## src/rtl/pmu_pkg.sv

```systemverilog
package pmu_pkg;
    localparam int REG_W    = 32;
    localparam int SEL_W    = 8;
    localparam int NUM_CNT  = 6;
    localparam int NUM_PROG = 4;
    localparam int ADDR_W   = 3;

    localparam logic [SEL_W-1:0] EV_INST = 8'h02;
    localparam logic [SEL_W-1:0] EV_CYC  = 8'h1E;

    localparam logic [ADDR_W-1:0] A_CTRL = 3'd0;
    localparam logic [ADDR_W-1:0] A_SEL  = 3'd1;
    localparam logic [ADDR_W-1:0] A_CNT0 = 3'd2;

    typedef struct packed {
        logic [REG_W-7:0] spare;
        logic             sign_arm;
        logic             deliver_en;
        logic             alert_seen;
        logic             alert_en;
        logic             frz_on_alert;
        logic             frz;
    } ctrl_t;

    // Fixed code for the counters that follow the programmable ones.
    function automatic logic [SEL_W-1:0] fixed_code(input int idx);
        return (idx == NUM_PROG) ? EV_INST : EV_CYC;
    endfunction
endpackage

```

## src/rtl/pmu_event_decode.sv

```systemverilog
module pmu_event_decode
    import pmu_pkg::*;
(
    input  logic [SEL_W-1:0] code,
    input  logic             inst_done,
    input  logic             cyc_tick,
    output logic             hit
);
    always_comb begin
        unique case (code)
            EV_INST: hit = inst_done;
            EV_CYC:  hit = cyc_tick;
            default: hit = 1'b0;
        endcase
    end
endmodule

```

## src/rtl/pmu_counter.sv

```systemverilog
module pmu_counter #(
    parameter int W = 32
) (
    input  logic         clk,
    input  logic         rst,
    input  logic         wr,
    input  logic [W-1:0] wdata,
    input  logic         inc,
    output logic [W-1:0] q
);
    always_ff @(posedge clk) begin
        if (rst)
            q <= '0;
        else if (wr)
            q <= wdata;
        else if (inc)
            q <= q + W'(1);
    end
endmodule

```

## src/rtl/pmu_alert.sv

```systemverilog
module pmu_alert
    import pmu_pkg::*;
(
    input  ctrl_t            ctrl_q,
    input  logic             cnt0_at_edge,
    input  logic             cnt0_inc,
    input  logic             cnt0_wr,
    input  logic             ctrl_wr,
    input  logic [REG_W-1:0] wdata,
    output ctrl_t            ctrl_d,
    output logic             alert
);
    always_comb begin
        alert = ctrl_q.sign_arm && ctrl_q.deliver_en && !ctrl_q.frz
                && cnt0_inc && cnt0_at_edge && !cnt0_wr && !ctrl_wr;
        ctrl_d = ctrl_q;
        if (alert) begin
            if (ctrl_q.frz_on_alert) begin
                ctrl_d.frz_on_alert = 1'b0;
                ctrl_d.frz          = 1'b1;
            end
            if (ctrl_q.alert_en) begin
                ctrl_d.alert_en   = 1'b0;
                ctrl_d.alert_seen = 1'b1;
            end
        end
        if (ctrl_wr)
            ctrl_d = ctrl_t'(wdata);
    end
endmodule

```

## src/rtl/pmu_unit.sv

```systemverilog
module pmu_unit
    import pmu_pkg::*;
(
    input  logic              clk,
    input  logic              rst,
    input  logic              reg_we,
    input  logic [ADDR_W-1:0] reg_addr,
    input  logic [REG_W-1:0]  reg_wdata,
    output logic [REG_W-1:0]  reg_rdata,
    input  logic              inst_done,
    input  logic              cyc_tick,
    output logic              pm_irq
);
    localparam logic [REG_W-1:0] EDGE_VAL = {1'b0, {(REG_W-1){1'b1}}};

    ctrl_t              ctrl_q, ctrl_d;
    logic [REG_W-1:0]   sel_q;
    logic [REG_W-1:0]   pmc_q [NUM_CNT];
    logic [NUM_CNT-1:0] hit, cnt_wr;
    logic               alert;

    for (genvar i = 0; i < NUM_CNT; i++) begin : g_cnt
        logic [SEL_W-1:0] code;
        if (i < NUM_PROG) begin : g_prog
            assign code = sel_q[i*SEL_W +: SEL_W];
        end else begin : g_fixed
            assign code = fixed_code(i);
        end

        pmu_event_decode u_dec (
            .code      (code),
            .inst_done (inst_done),
            .cyc_tick  (cyc_tick),
            .hit       (hit[i])
        );

        assign cnt_wr[i] = reg_we && (reg_addr == A_CNT0 + ADDR_W'(i));

        pmu_counter #(.W(REG_W)) u_cnt (
            .clk   (clk),
            .rst   (rst),
            .wr    (cnt_wr[i]),
            .wdata (reg_wdata),
            .inc   (hit[i] && !ctrl_q.frz),
            .q     (pmc_q[i])
        );
    end

    pmu_alert u_alert (
        .ctrl_q       (ctrl_q),
        .cnt0_at_edge (pmc_q[0] == EDGE_VAL),
        .cnt0_inc     (hit[0] && !ctrl_q.frz),
        .cnt0_wr      (cnt_wr[0]),
        .ctrl_wr      (reg_we && reg_addr == A_CTRL),
        .wdata        (reg_wdata),
        .ctrl_d       (ctrl_d),
        .alert        (alert)
    );

    always_ff @(posedge clk) begin
        if (rst) begin
            ctrl_q <= '0;
            sel_q  <= '0;
            pm_irq <= 1'b0;
        end else begin
            ctrl_q <= ctrl_d;
            pm_irq <= alert;
            if (reg_we && reg_addr == A_SEL)
                sel_q <= reg_wdata;
        end
    end

    always_comb begin
        if (reg_addr == A_CTRL)
            reg_rdata = ctrl_q;
        else if (reg_addr == A_SEL)
            reg_rdata = sel_q;
        else
            reg_rdata = pmc_q[reg_addr - A_CNT0];
    end
endmodule

```

## config.mk

```make
export PLATFORM = sky130hd
export DESIGN_NAME = pmu_unit
export DESIGN_NICKNAME = d
export VERILOG_FILES = /design/src/rtl/pmu_pkg.sv /design/src/rtl/pmu_event_decode.sv /design/src/rtl/pmu_counter.sv /design/src/rtl/pmu_alert.sv /design/src/rtl/pmu_unit.sv
export SDC_FILE = /design/constraint.sdc
export NUM_CORES = 1
export LEC_CHECK = 0
export BUFFER_PORTS_ARGS = -buffer_cell sky130_fd_sc_hd__buf_2
export CORE_MARGIN = 1
export CORE_UTILIZATION = 36
export CTS_BUF_LIST = sky130_fd_sc_hd__clkbuf_8
export DETAILED_ROUTE_END_ITERATION = 12
export PLACE_DENSITY_LB_ADDON = 0.2
export SYNTH_ARGS = -nofsm -noshare
export SYNTH_HDL_FRONTEND = slang
export SYNTH_HIERARCHICAL = 1
export SYNTH_SLANG_ARGS = --single-unit
```

## constraint.sdc

```tcl
create_clock -name clk -period 2.7 [get_ports clk]
set_input_delay 0.135 -clock clk [delete_from_list [all_inputs] [get_ports clk]]
set_output_delay 0.135 -clock clk [all_outputs]
set_load 0.05 [all_outputs]
```

# Yosys cells after proc, flatten, opt, wreduce, memory -nomap -nowiden

Index checks and enable logic that the tools add are counted.

$add $sub $neg: 7
$lt $le $gt $ge: 1
Eq/ne operators: 16
Muxes and demuxes: 25
Bitwise gates (word level): 1
Reductions and logical operators: 35

Operator list:

| operator                                                                | number |
|---|---|
| 32-bit 2-to-1 mux                                                       | 16 |
| 32-bit by 1-bit adder with 32-bit output, second input constant         | 6 |
| 32-bit binary-select mux with 3-bit select                              | 1 |
| 32-bit by 31-bit equality test with 1-bit output, second input constant | 1 |
| 8-bit by 2-bit equality test with 1-bit output, second input constant   | 4 |
| 8-bit by 5-bit equality test with 1-bit output, second input constant   | 4 |
| 1-bit logical AND                                                       | 20 |
| 2-bit nonzero test                                                      | 9 |
| 3-bit equality test, second input constant                              | 4 |
| 4-bit 2-to-1 mux                                                        | 2 |
| 1-bit case mux with 2 select lines                                      | 4 |
| 3-bit by 2-bit equality test with 1-bit output, second input constant   | 2 |
| 4-bit >= comparator, second input constant                              | 1 |
| 3-bit NOT with 4-bit output                                             | 1 |
| 2-bit AND reduction                                                     | 2 |
| 3-bit by 1-bit equality test with 1-bit output, second input constant   | 1 |
| 1-bit zero test                                                         | 3 |
| 3-bit zero test                                                         | 1 |
| 3-bit by 2-bit subtractor with 3-bit output, second input constant      | 1 |
| 2-bit 2-to-1 mux                                                        | 1 |
| 1-bit 2-to-1 mux                                                        | 1 |

Bits in registers: 257
Input port bits: 40
Output and inout bits: 33
Logic and storage cells: 100

# Logic depth before layout (Yosys ltp)

Gate-level depths: netlist (run 1).

Depth after elaboration: 9
Gate-level depth with buffers: 11
Depth with buffers taken out: 7

# Cells and area by module

The synthesis (run 1) kept the hierarchy.

By module, submodules not included:

| module                           | times used | cells each | area an instance (µm²) | seq. area each (µm²) |
|---|---|---|---|---|
| pmu_counter (g_cnt[0].u_cnt ...) | 5          | 241        | 1924.3                 | 640.6 |
| pmu_unit                         | 1          | 415        | 4222.8                 | 1301.2 |
| pmu_counter (g_cnt[2].u_cnt)     | 1          | 244        | 1981.9                 | 640.6 |
| pmu_alert                        | 1          | 48         | 452.9                  | 0.0 |
| pmu_event_decode                 | 6          | 4          | 38.8                   | 0.0 |

# Worst setup path after synthesis (run 1)

OpenSTA, ideal clock, no wires.

Path kind: reg-to-reg
Start point: register sel_q[4]
End point: register g_cnt[0].u_cnt.q[17]
Library setup time: 0.091 ns
Arrival: 2.858 ns
Data required time: 2.609 ns
Slack: -0.249 ns
Cell stages (with the launch flop): 9
Buffers on the path: 1
Period minus slack after synthesis: 2.949 ns
Path through: dfxtp_1 or4b_1 a211oi_2 nor2b_1 nand3_2 or4_1 clkbuf_1 or4_1 a311oi_1

Word-level cells in the longest chain between the ends: 4
Elaborated cells on any way between the ends: 5
Classes of those cells: eq/ne: 2; mux: 1; reduce/logical: 2

RTL lines:

| element                                                                                                          | RTL line               | source |
|---|---|---|
| start, declared                                                                                                  | pmu_unit.sv:17         | `logic [REG_W-1:0] sel_q;` |
| start signal, assigned                                                                                           | pmu_unit.sv:69         | `sel_q <= reg_wdata;` |
| 8-bit by 5-bit equality test with 1-bit output or 8-bit by 2-bit equality test with 1-bit output (tied branches) | pmu_event_decode.sv:10 | `unique case (code)` |
| 1-bit case mux with 2 select lines *                                                                             | pmu_event_decode.sv:10 |  |
| via hit[0]                                                                                                       | pmu_unit.sv:19         | `logic [NUM_CNT-1:0] hit, cnt_wr;` |
| 1-bit logical AND *                                                                                              | pmu_unit.sv:44         | `.inc (hit[i] && !ctrl_q.frz),` |
| 2-bit nonzero test (no line) *                                                                                   | -                      |  |
| end signal, assigned                                                                                             | pmu_counter.sv:15      | `q <= wdata;` |
| end signal, assigned                                                                                             | pmu_counter.sv:17      | `q <= q + W'(1);` |
| end, declared                                                                                                    | pmu_counter.sv:9       | `output logic [W-1:0] q` |

The timed path passes the listed nets; every way through them passes the cells marked *.
A chain may end at the register's enable or synchronous reset.

# Worst setup path in the final report (run 1)

Start point: register sel_q[24]
End point: register g_cnt[3].u_cnt.q[16]

Word-level cells in the longest chain between the ends: 4
Elaborated cells on any way between the ends: 5
Classes of those cells: eq/ne: 2; mux: 1; reduce/logical: 2

RTL lines:

| element                                                                                                          | RTL line |
|---|---|
| 8-bit by 5-bit equality test with 1-bit output or 8-bit by 2-bit equality test with 1-bit output (tied branches) | pmu_event_decode.sv:10 |
| 1-bit case mux with 2 select lines *                                                                             | pmu_event_decode.sv:10 |
| via hit[3]                                                                                                       | pmu_unit.sv:19 |
| 1-bit logical AND *                                                                                              | pmu_unit.sv:44 |
| 2-bit nonzero test (no line) *                                                                                   | - |
| end signal, assigned                                                                                             | pmu_counter.sv:15 |
| end signal, assigned                                                                                             | pmu_counter.sv:17 |
| end, declared                                                                                                    | pmu_counter.sv:9 |

Marked as above.

==> results of run 1 <==
path summary, 6_finish.rpt:
kind,start,end,slack [ns],cells after the start
setup / recovery,sel_q[24],g_cnt[3].u_cnt/q[16],-0.16,8
hold / removal,reg_addr[2],g_cnt[2].u_cnt/q[1],0.19,5
setup reg to reg,sel_q[24],g_cnt[3].u_cnt/q[16],-0.16,8
hold reg to reg,sel_q[0],sel_q[0],0.47,2
power groups by stage:
stage / Combinational [mW] / Sequential [mW] / Clock, mW
finish: 1.12 / 4.11 / 3.72
global route: 1.19 / 4.12 / 3.96
CTS: 1.11 / 4.10 / 3.79
detailed placement: 1.07 / 4.18 / 0
global placement: 1.05 / 4.18 / 0
floorplan: 0.666 / 4.12 / 0
cells in the final DEF, fill, tap and decap left out, drive strengths merged, types with 26 or more instances in the layout:
cell type,instances
o22ai,26
and4,27
buf,215
a21oi,83
a2111oi,39
a311oi,61
nor2b,41
o31ai,30
o21ai,36
mux4,38
clkbuf,58
nor2,176
or4,47
inv,83
nand2,156
nand4,86
or3,30
dfxtp,257
xor2,31
nor3b,28
dlygate4sd3,37
nand3,83
nor4,51
xnor2,36
a211oi,77
mux2,86
nor3,27
sequential cells by signal (all words and copies together) (netlist names):
name,count
ctrl_q,32
sel_q,32
g_cnt.u_cnt/q,192
pm_irq,1
cell type report:
cell class | instances | area share [%]
clock buffers | 57 | 3.98
clock inverters | 26 | 0.559
inverters | 67 | 1.28
multi-input cells | 1477 | 54.3
flip-flops and latches | 257 | 26.1
well taps | 600 | 3.81
repair buffers | 253 | 9.89
critical path: cells and delay by family (launching register included):
kind                   cells  cell delay (ns)
AO/OA/AOI/OAI              2             0.52
buffers and inverters      1             0.14
flip-flops                 1             0.32
AND/OR/NAND/NOR            5             1.77
layer usage:
metal / wire length [um] / GRT usage (%)
met1: 28800 / 37.0
met2: 28900 / 42.1
met3: 4220 / 4.60
met4: 1700 / 7.86
met5: 0 / 0
cells by family (layout without fill, tap and decap cells):
family                   count (synthesis)  count (layout)  synth area share [%]
AND/OR/NAND/NOR                        826             826                  28.4
AO/OA/AOI/OAI                          412             412                  18.0
flip-flops                             257             257                  31.2
buffers and inverters                  222             403                  5.96
multiplexers                           144             144                  12.4
XOR/XNOR                                67              67                  3.55
adder cells (fa/ha/maj)                  6               6                 0.455
other                                    2              22                0.0455
per-stage QoR:
| step | instance area [um2] | cells | worst slack (ns) |
|---|---|---|---|
| 5_1_grt | 19700 | 2737 | -0.218 |
| 3_5_place_dp | 18100 | 2605 | -0.255 |
| 2_1_floorplan | 16600 | 1956 | 0.00670 |
| 6_report | 19700 | 2737 | -0.164 |
| 4_1_cts | 19500 | 2731 | -0.137 |
| 3_3_place_gp | 18100 | 2605 | -0.206 |
repair_timing:
| action | CTS | global route |
|---|---|---|
| setup endpoints to repair | 17 | 48 |
| gates resized for setup | 14 | 46 |
| endpoints found under the hold margin | 212 | 0 |
| pin swaps | 10 | 32 |
| setup buffers | 6 | 6 |
| hold buffers | 37 | 0 |
==> impl_summary.md, run 1 <==
Clock tree
Counting every sink on the clock net gives 257. The clock tree buffer depth is 3. The clock latency on the worst-skew pair is 0.64 ns. The TritonCTS clock tree is built.

The clock slew at the register clock pins of the worst setup and hold paths is 0.06 ns. In this run the clock root is driven by a sky130_fd_sc_hd__clkbuf_8. The H-tree generated during clock tree synthesis spans 2 levels.

Clock tree synthesis inserted a total of 47 buffers.

Drt
The number of violations reported at the end of detailed-routing iteration 0 is 1587. The number of nets still failing antenna checks after routing is 0. Detailed routing inserted a total of 16615 vias. The first detailed-routing pass took 5 iterations. The total DRC errors in the routed layout is 0.

The wire length per cell after detailed routing is 23.3 um. The final routed wirelength across all metal layers is 63.7 mm. Using the TritonRoute via totals, the vias-per-cell ratio works out to 6.07.

Setup path
The signal arrival time at the worst endpoint is 3.40 ns. The category of the most critical setup path is reg2reg. The required time at the worst-slack endpoint is 3.24 ns.

The nature of the critical path startpoint is a register. For this design, the slowest cell found on the critical path is sky130_fd_sc_hd__or4b_4. STA classifies the critical path endpoint as a register. The critical path goes through or4b_4 -> a211oi_2 -> nor2b_4 -> buf_6 -> nand2_4 -> or4_4 -> or4_1 -> a311oi_1. The maximum single-stage delay on the critical path is 0.54 ns.

Along the worst path, the maximum fanout reaches 6.

Placed design
The number of input and output port buffers inserted is 72. The global placer's final weighted congestion is 0.921. After legalization and detailed placement, the total HPWL measured 46.0 mm.

STA
The final critical path takes up 106% of the cycle. Setup repair after global routing could not meet its margin everywhere. The final-report setup violation count is 8. The post-layout worst setup margin is -0.164 ns. The number of slew-limit violations in the final report is 0. Between clock sinks in the finished design, the worst skew comes to 0.0213 ns. The number of hold violations in the final report is 0.

Measured against its own limit, the worst slew margin works out to 56.0%. The worst hold slack after final layout is 0.188 ns. The post-route setup TNS is -0.708 ns. The worst-margin pin slew is 0.661 ns. The minimum period implied by the final worst setup slack is 2.86 ns.

The maximum operating frequency is 349 MHz.

Power and ir drop
The total power per unit cell area is 454 nW/um2. The internal cell power is 6.24 mW. The leakage component of the power is 6.91 nW. Summed over all nets, the switching power comes to 2.70 mW. The worst IR drop on VDD is 0.249 mV. The share of power burned in combinational logic is 12.5%. The fraction of power consumed by sequential logic is 45.9%. The power share of the clock group is 41.5%. In this run switching power makes up 30.2% of total power. The total power of the final layout is 8.95 mW.

Global route
Summed over all layers, the global routing overflow is 0. The overall global routing resource usage is 26.7%. The first global-routing pass estimated 95.9 mm of wire. The initial antenna violation count came to 2. The number of global-route vias before repair was 15353.

The pin count of the biggest net entering global routing is 109.

Floorplanning
The die covers 46700 um2. For this configuration, the core starts out at a cell density of 36.5%. The area of the core is 45300 um2. The die height is 216 um. The standard-cell row count is 78. In this run the horizontal extent of the chip is 216 um. The number of primary I/O pins is 73.

Yosys
The fraction of the yosys area taken by sequential cells is 31.2%. The per-instance average area after synthesis is 8.53 um2. The number of instances in the synthesized netlist is 1936. The count of unique library cells instantiated by Yosys is 72. The most used flip-flop cell after synthesis is sky130_fd_sc_hd__dfxtp_1. The synthesized flop and latch total is 257. The synthesized netlist occupies a cell area of 16500 um2. Counting flops with an async set or reset pin after synthesis yields a share of 0%. The synthesis warning total is 6.

The commonest cells after synthesis are sky130_fd_sc_hd__dfxtp_1, sky130_fd_sc_hd__nor2_1, sky130_fd_sc_hd__nand2_1, sky130_fd_sc_hd__clkbuf_1, sky130_fd_sc_hd__mux2_2. By area the synthesized netlist is led by sky130_fd_sc_hd__dfxtp_1, sky130_fd_sc_hd__mux2_2, sky130_fd_sc_hd__mux4_2, sky130_fd_sc_hd__nor2_1, sky130_fd_sc_hd__nand2_1. In the post-synthesis netlist, the cell with the most instances is sky130_fd_sc_hd__dfxtp_1. After synthesis, the largest area contributor takes up 31.2% of total cell area. Yosys mapped a number of flops with a built-in enable equal to 0.

The biggest area contributor in the post-synthesis netlist is sky130_fd_sc_hd__dfxtp_1.

Layout
Of the cells placed in the final design, the portion with a size suffix greater than 1 is 23.0%. The post-synthesis to final-layout area growth is 19.3%. The area of all sequential standard cells is 5150 um2. The final net count is 2149. The multi-input combinational cells in the finished layout cover a total of 10700 um2.

The final antenna diode count is 0. Counting the fill cells in the layout gives 4580. Once layout is complete, the utilization of the core stands at 43.5%.

Job
Across the run, the number of max-cap violations was 0.

Min path
The min-delay analysis places its worst path in the category in2reg.

Status
The run finished, with violations left. The final reports fail on negative setup slack.
(Power assumes the default switching activity.)
==> inputs of run 2 (changes only) <==
--- a/config.mk
+++ b/config.mk
@@ -10,8 +10,8 @@
 export CORE_UTILIZATION = 36
 export CTS_BUF_LIST = sky130_fd_sc_hd__clkbuf_8
 export DETAILED_ROUTE_END_ITERATION = 12
+export GPL_TIMING_DRIVEN = 0
 export PLACE_DENSITY_LB_ADDON = 0.2
 export SYNTH_ARGS = -nofsm -noshare
 export SYNTH_HDL_FRONTEND = slang
-export SYNTH_HIERARCHICAL = 1
 export SYNTH_SLANG_ARGS = --single-unit
==> constraint.sdc (replaced) <==
create_clock -name clk -period 3.4 [get_ports clk]
set_input_delay 0.17 -clock clk [delete_from_list [all_inputs] [get_ports clk]]
set_output_delay 0.17 -clock clk [all_outputs]
set_load 0.05 [all_outputs]
==> run 2 against run 1 <==
Effect of this change: worst setup slack better by 0.20 ns; synthesized area decreased by 7.3%; via count shrank 4.2%; synthesized cell count is 1.0% lower; power down 18%; first-iteration DRC count up 24%; wire length is 8.3% higher; the flow now finishes without violations; register-to-register slack gained 0.39 ns.
==> impl_summary.md, run 2 <==
Global route
The overall global routing resource usage is 31.2% (was 26.7%). The number of global-route vias before repair is 14878 (was 15353). The pin count of the biggest net entering global routing is 14 (was 109). The wire length of the first global-routing pass was 99.9 mm (was 95.9 mm).

The remaining global-route overflow came to 0 (unchanged). The initial antenna violation count is 0 (was 2).

Setup path
The reg-to-reg setup timing slack was 0.23 ns (was -0.16 ns). The library cell contributing the largest single delay on the critical path is sky130_fd_sc_hd__clkbuf_1 (was sky130_fd_sc_hd__or4b_4). The required time at the worst-slack endpoint is 3.23 ns (was 3.24 ns).

The count of buffer and inverter cells on the critical path came to 4 (was 1). The highest net fanout along the worst path is 13 (was 6). The nature of the critical path startpoint is an input pin (was register). The signal arrival time at the worst endpoint is 3.19 ns (was 3.40 ns). The maximum single-stage delay on the critical path is 0.73 ns (was 0.54 ns). The critical path endpoint category is a primary output (was register). Cells along the critical path: buf_2 -> clkbuf_1 -> clkbuf_1 -> a211oi_1 -> o32ai_1 -> buf_2 (was or4b_4 -> a211oi_2 -> nor2b_4 -> buf_6 -> nand2_4 -> or4_4 -> or4_1 -> a311oi_1).

The category of the most critical setup path was in2out (was reg2reg). The dominant delay contributor by cell family on the critical path is buffers and inverters (was simple AND/OR/NAND/NOR gates).

Floorplanning
The standard-cell row count is 75 (was 78). The die width is 208 um (was 216 um). The die height is 208 um (was 216 um). The die outline area is 43300 um2 (was 46700 um2). The area of the core is 41900 um2 (was 45300 um2). The starting density of the core is 36.5% (about the same). The number of primary I/O pins is 73 (unchanged).

Layout
The final non-filler cell area is 17200 um2 (was 19700 um2). The number of flip-flops under the largest register name was 192 (unchanged). The final antenna diode count is 0 (unchanged).

The post-synthesis to final-layout area growth came to 12.2% (was 19.3%). The fraction of the core area covered by cells at the end of the flow came to 40.9% (was 43.5%). The share of layout cells above drive strength 1 is 8.71% (was 23.0%). The number of filler cells placed in the layout came to 4310 (was 4580). The most common cell after layout, fill and taps aside was sky130_fd_sc_hd__dfxtp_1 (unchanged). Most frequent cells in the layout: sky130_fd_sc_hd__dfxtp_1, sky130_fd_sc_hd__nand2_1, sky130_fd_sc_hd__nor2_1, sky130_fd_sc_hd__a211oi_1, sky130_fd_sc_hd__clkbuf_1 (was sky130_fd_sc_hd__dfxtp_1, sky130_fd_sc_hd__nor2_1, sky130_fd_sc_hd__nand2_1, sky130_fd_sc_hd__buf_4, sky130_fd_sc_hd__mux2_2). The number of non-filler instances in the completed layout came to 2583 (was 2737). The register with the highest flop count is g_cnt.u_cnt.q (was g_cnt.u_cnt/q). The final net count came to 2054 (was 2149). Largest regs: g_cnt.u_cnt.q: 192 flops, ctrl_q: 32 flops, sel_q: 32 flops (was g_cnt.u_cnt/q: 192 flops, ctrl_q: 32 flops, sel_q: 32 flops).

Yosys
The count of unique library cells instantiated by Yosys came to 62 (was 72). Cell types with the highest counts after synthesis: sky130_fd_sc_hd__dfxtp_1, sky130_fd_sc_hd__nand2_1, sky130_fd_sc_hd__nor2_1, sky130_fd_sc_hd__a211oi_1, sky130_fd_sc_hd__clkbuf_1 (was sky130_fd_sc_hd__dfxtp_1, sky130_fd_sc_hd__nor2_1, sky130_fd_sc_hd__nand2_1, sky130_fd_sc_hd__clkbuf_1, sky130_fd_sc_hd__mux2_2). The fraction of the yosys area taken by sequential cells came to 33.6% (was 31.2%). The leading cell type by number of instances after synthesis was sky130_fd_sc_hd__dfxtp_1 (unchanged).

The number of enable-type register cells in the synthesized netlist was 0 (unchanged). The number of instances in the synthesized netlist is 1916 (was 1936). The library cell occupying the most area in the post-synthesis netlist is sky130_fd_sc_hd__dfxtp_1 (unchanged). The synthesized flop and latch total is 257 (unchanged). The most used flip-flop cell after synthesis is sky130_fd_sc_hd__dfxtp_1 (unchanged). The async set or reset register ratio after synthesis is 0% (unchanged).

The area share of the leading cell type in the synthesized netlist is 33.6% (was 31.2%). The per-instance average area after synthesis was 7.99 um2 (was 8.53 um2). Cell types with the largest area share after synthesis: sky130_fd_sc_hd__dfxtp_1, sky130_fd_sc_hd__a211oi_1, sky130_fd_sc_hd__xnor2_1, sky130_fd_sc_hd__nand2_1, sky130_fd_sc_hd__nor2_1 (was sky130_fd_sc_hd__dfxtp_1, sky130_fd_sc_hd__mux2_2, sky130_fd_sc_hd__mux4_2, sky130_fd_sc_hd__nor2_1, sky130_fd_sc_hd__nand2_1).

The synthesized cell area is 15300 um2 (was 16500 um2). The synthesis warning total is 0 (was 6). When the netlist entered floorplanning its net count stood at 1962.

Clock tree
The clock latency on the worst-skew pair is 0.66 ns (was 0.64 ns). The TritonCTS clock tree is built (unchanged). The number of clock sinks seen by CTS was 257 (unchanged). The clock slew at the register clock pins of the worst setup and hold paths is 0.05 ns (was 0.06 ns).

The total clock buffers created by CTS came to 51 (was 47). The clock tree buffer depth is 3 (unchanged). The buffers inserted during post-CTS setup optimization is 0 (was 6).

The clock root buffer master is sky130_fd_sc_hd__clkbuf_8 (unchanged). The H-tree depth was 2 (unchanged).

Status
Outcome: completed (was finished with violations).

STA
The clock skew is 0.0278 ns (was 0.0213 ns). The number of hold violations in the final report is 0 (unchanged). The worst path uses 98.9% of the clock period. The worst-margin pin slew is 1.15 ns (was 0.661 ns). The final-report setup violation count was 0 (was 8).

The headroom to the max-slew limit is 22.7% (was 56.0%). The minimum period implied by the final worst setup slack is 3.36 ns. The number of slew-limit violations in the final report is 0 (unchanged). The maximum operating frequency is 297 MHz.

The post-route setup TNS is 0 ns (was -0.708 ns). Setup repair after global routing missed its margin: no (was yes).

Drt
The detailed-routing iteration count for the pre-antenna-repair pass is 8 (was 5). The via count was 15914 (was 16615). The number of violations reported at the end of detailed-routing iteration 0 was 1967 (was 1587). The final routed wirelength across all metal layers is 69.0 mm (was 63.7 mm). The number of nets still failing antenna checks after routing is 0 (unchanged). The total DRC errors in the routed layout came to 0 (unchanged). The wire length per cell after detailed routing came to 26.7 um (was 23.3 um). The average via count per standard cell is 6.16 (was 6.07).

Placed design
The number of input and output port buffers inserted was 39 (was 72). The cell count after placement is 2494 (was 2605). The global placer's final weighted congestion was 0.993 (was 0.921).

The total placed instance area is 16200 um2 (was 18100 um2). The half-perimeter wire length after placement is 52.4 mm (was 46.0 mm).

Min path
The kind of path behind the tightest hold check is in2reg (unchanged).

Power and ir drop
The leakage component of the power was 5.56 nW (was 6.91 nW). The worst IR drop on VDD is 0.239 mV (was 0.249 mV). The total power per unit cell area is 429 nW/um2 (was 454 nW/um2). The total power of the final layout is 7.37 mW (was 8.95 mW).

Job
The reported max-cap violation count is 0 (unchanged).
-- run 2: cell count changes in the layout (fill, tap and decap cells not counted), moves of 35 or more --
cell and delta:
sky130_fd_sc_hd__a211oi_1 +91, sky130_fd_sc_hd__a21oi_1 +43, sky130_fd_sc_hd__a311oi_1 -39, sky130_fd_sc_hd__buf_4 -131, sky130_fd_sc_hd__clkbuf_1 +156, sky130_fd_sc_hd__dlygate4sd3_1 -35
sky130_fd_sc_hd__mux2_2 -55, sky130_fd_sc_hd__xnor2_1 +61
-- run 2: cells by family (layout without fill, tap and decap cells) --
group                      after synthesis  in the layout  share of synthesized area, %
AOI/OAI and AO/OA                      461            461                          20.3
xor gates and xnor gates               149            149                          8.53
adders and majority gates                6              6                         0.491
buffers and inverters                  212            340                          5.31
DFF                                    257            257                          33.6
muxes                                   85             85                          6.96
and+or+nand+nor                        746            746                          24.8
-- run 2: layout make-up --
type / instances / area [um2] / area share (%)
tap: 539 / 674 / 3.93
inverter: 32 / 120 / 0.699
buffer: 178 / 686 / 3.99
clock inverter: 28 / 145 / 0.845
clock buffer: 61 / 840 / 4.89
timing repair buffer: 41 / 215 / 1.25
multi-input combinational: 1447 / 9350 / 54.4
sequential: 257 / 5140 / 30.0
-- run 2: path summary, 6_finish.rpt --
| path | startpoint | endpoint | cells after the start |
|---|---|---|---|
| setup / recovery | reg_addr[0] | reg_rdata[16] | 6 |
| hold / removal | reg_wdata[28] | ctrl_q[28] | 3 |
| setup reg to reg | ctrl_q[0] | g_cnt[1].u_cnt.q[16] | 7 |
| hold reg to reg | ctrl_q[11] | ctrl_q[11] | 2 |
-- run 2: per-layer routing --
| metal | global-route usage, % | part of all wire [%] |
|---|---|---|
| met1 | 41.6 | 42 |
| met2 | 49.1 | 45 |
| met3 | 5.52 | 9.0 |
| met4 | 14.3 | 4.1 |
| met5 | 0 | 0 |
-- run 2: where the power goes --
group	internal (mW)	leakage [nW]	switching (mW)
clock	1.69	0.585	1.49
sequential	3.11	2.09	0.157
combinational	0.263	2.89	0.657
-- run 2: what timing repair did --
item / in CTS / in global routing
hold buffers: 2 / 0
gates cloned: 0 / 0
endpoints found under the hold margin: 7 / 0
resized for setup: 1 / 0
setup endpoints to repair: 15 / 1
-- run 2: per-stage QoR --
stage	hold WS, ns	worst slack (ns)
2_1_floorplan	0.306	0.520
3_3_place_gp	0.443	-0.289
3_5_place_dp	0.448	-0.301
4_1_cts	0.00458	0.140
5_1_grt	0.0507	0.0388
6_report	0.0335	0.0368
-- run 2: worst reg2reg max path: stages, from the launching register on --
cell and delay [ns]:
sky130_fd_sc_hd__dfxtp_1 0.56, sky130_fd_sc_hd__clkbuf_1 0.58, sky130_fd_sc_hd__nor2_1 0.18, sky130_fd_sc_hd__o211ai_1 0.57, sky130_fd_sc_hd__clkbuf_1 0.57, sky130_fd_sc_hd__nor3_1 0.16
sky130_fd_sc_hd__xnor2_1 0.16, sky130_fd_sc_hd__a211oi_1 0.27
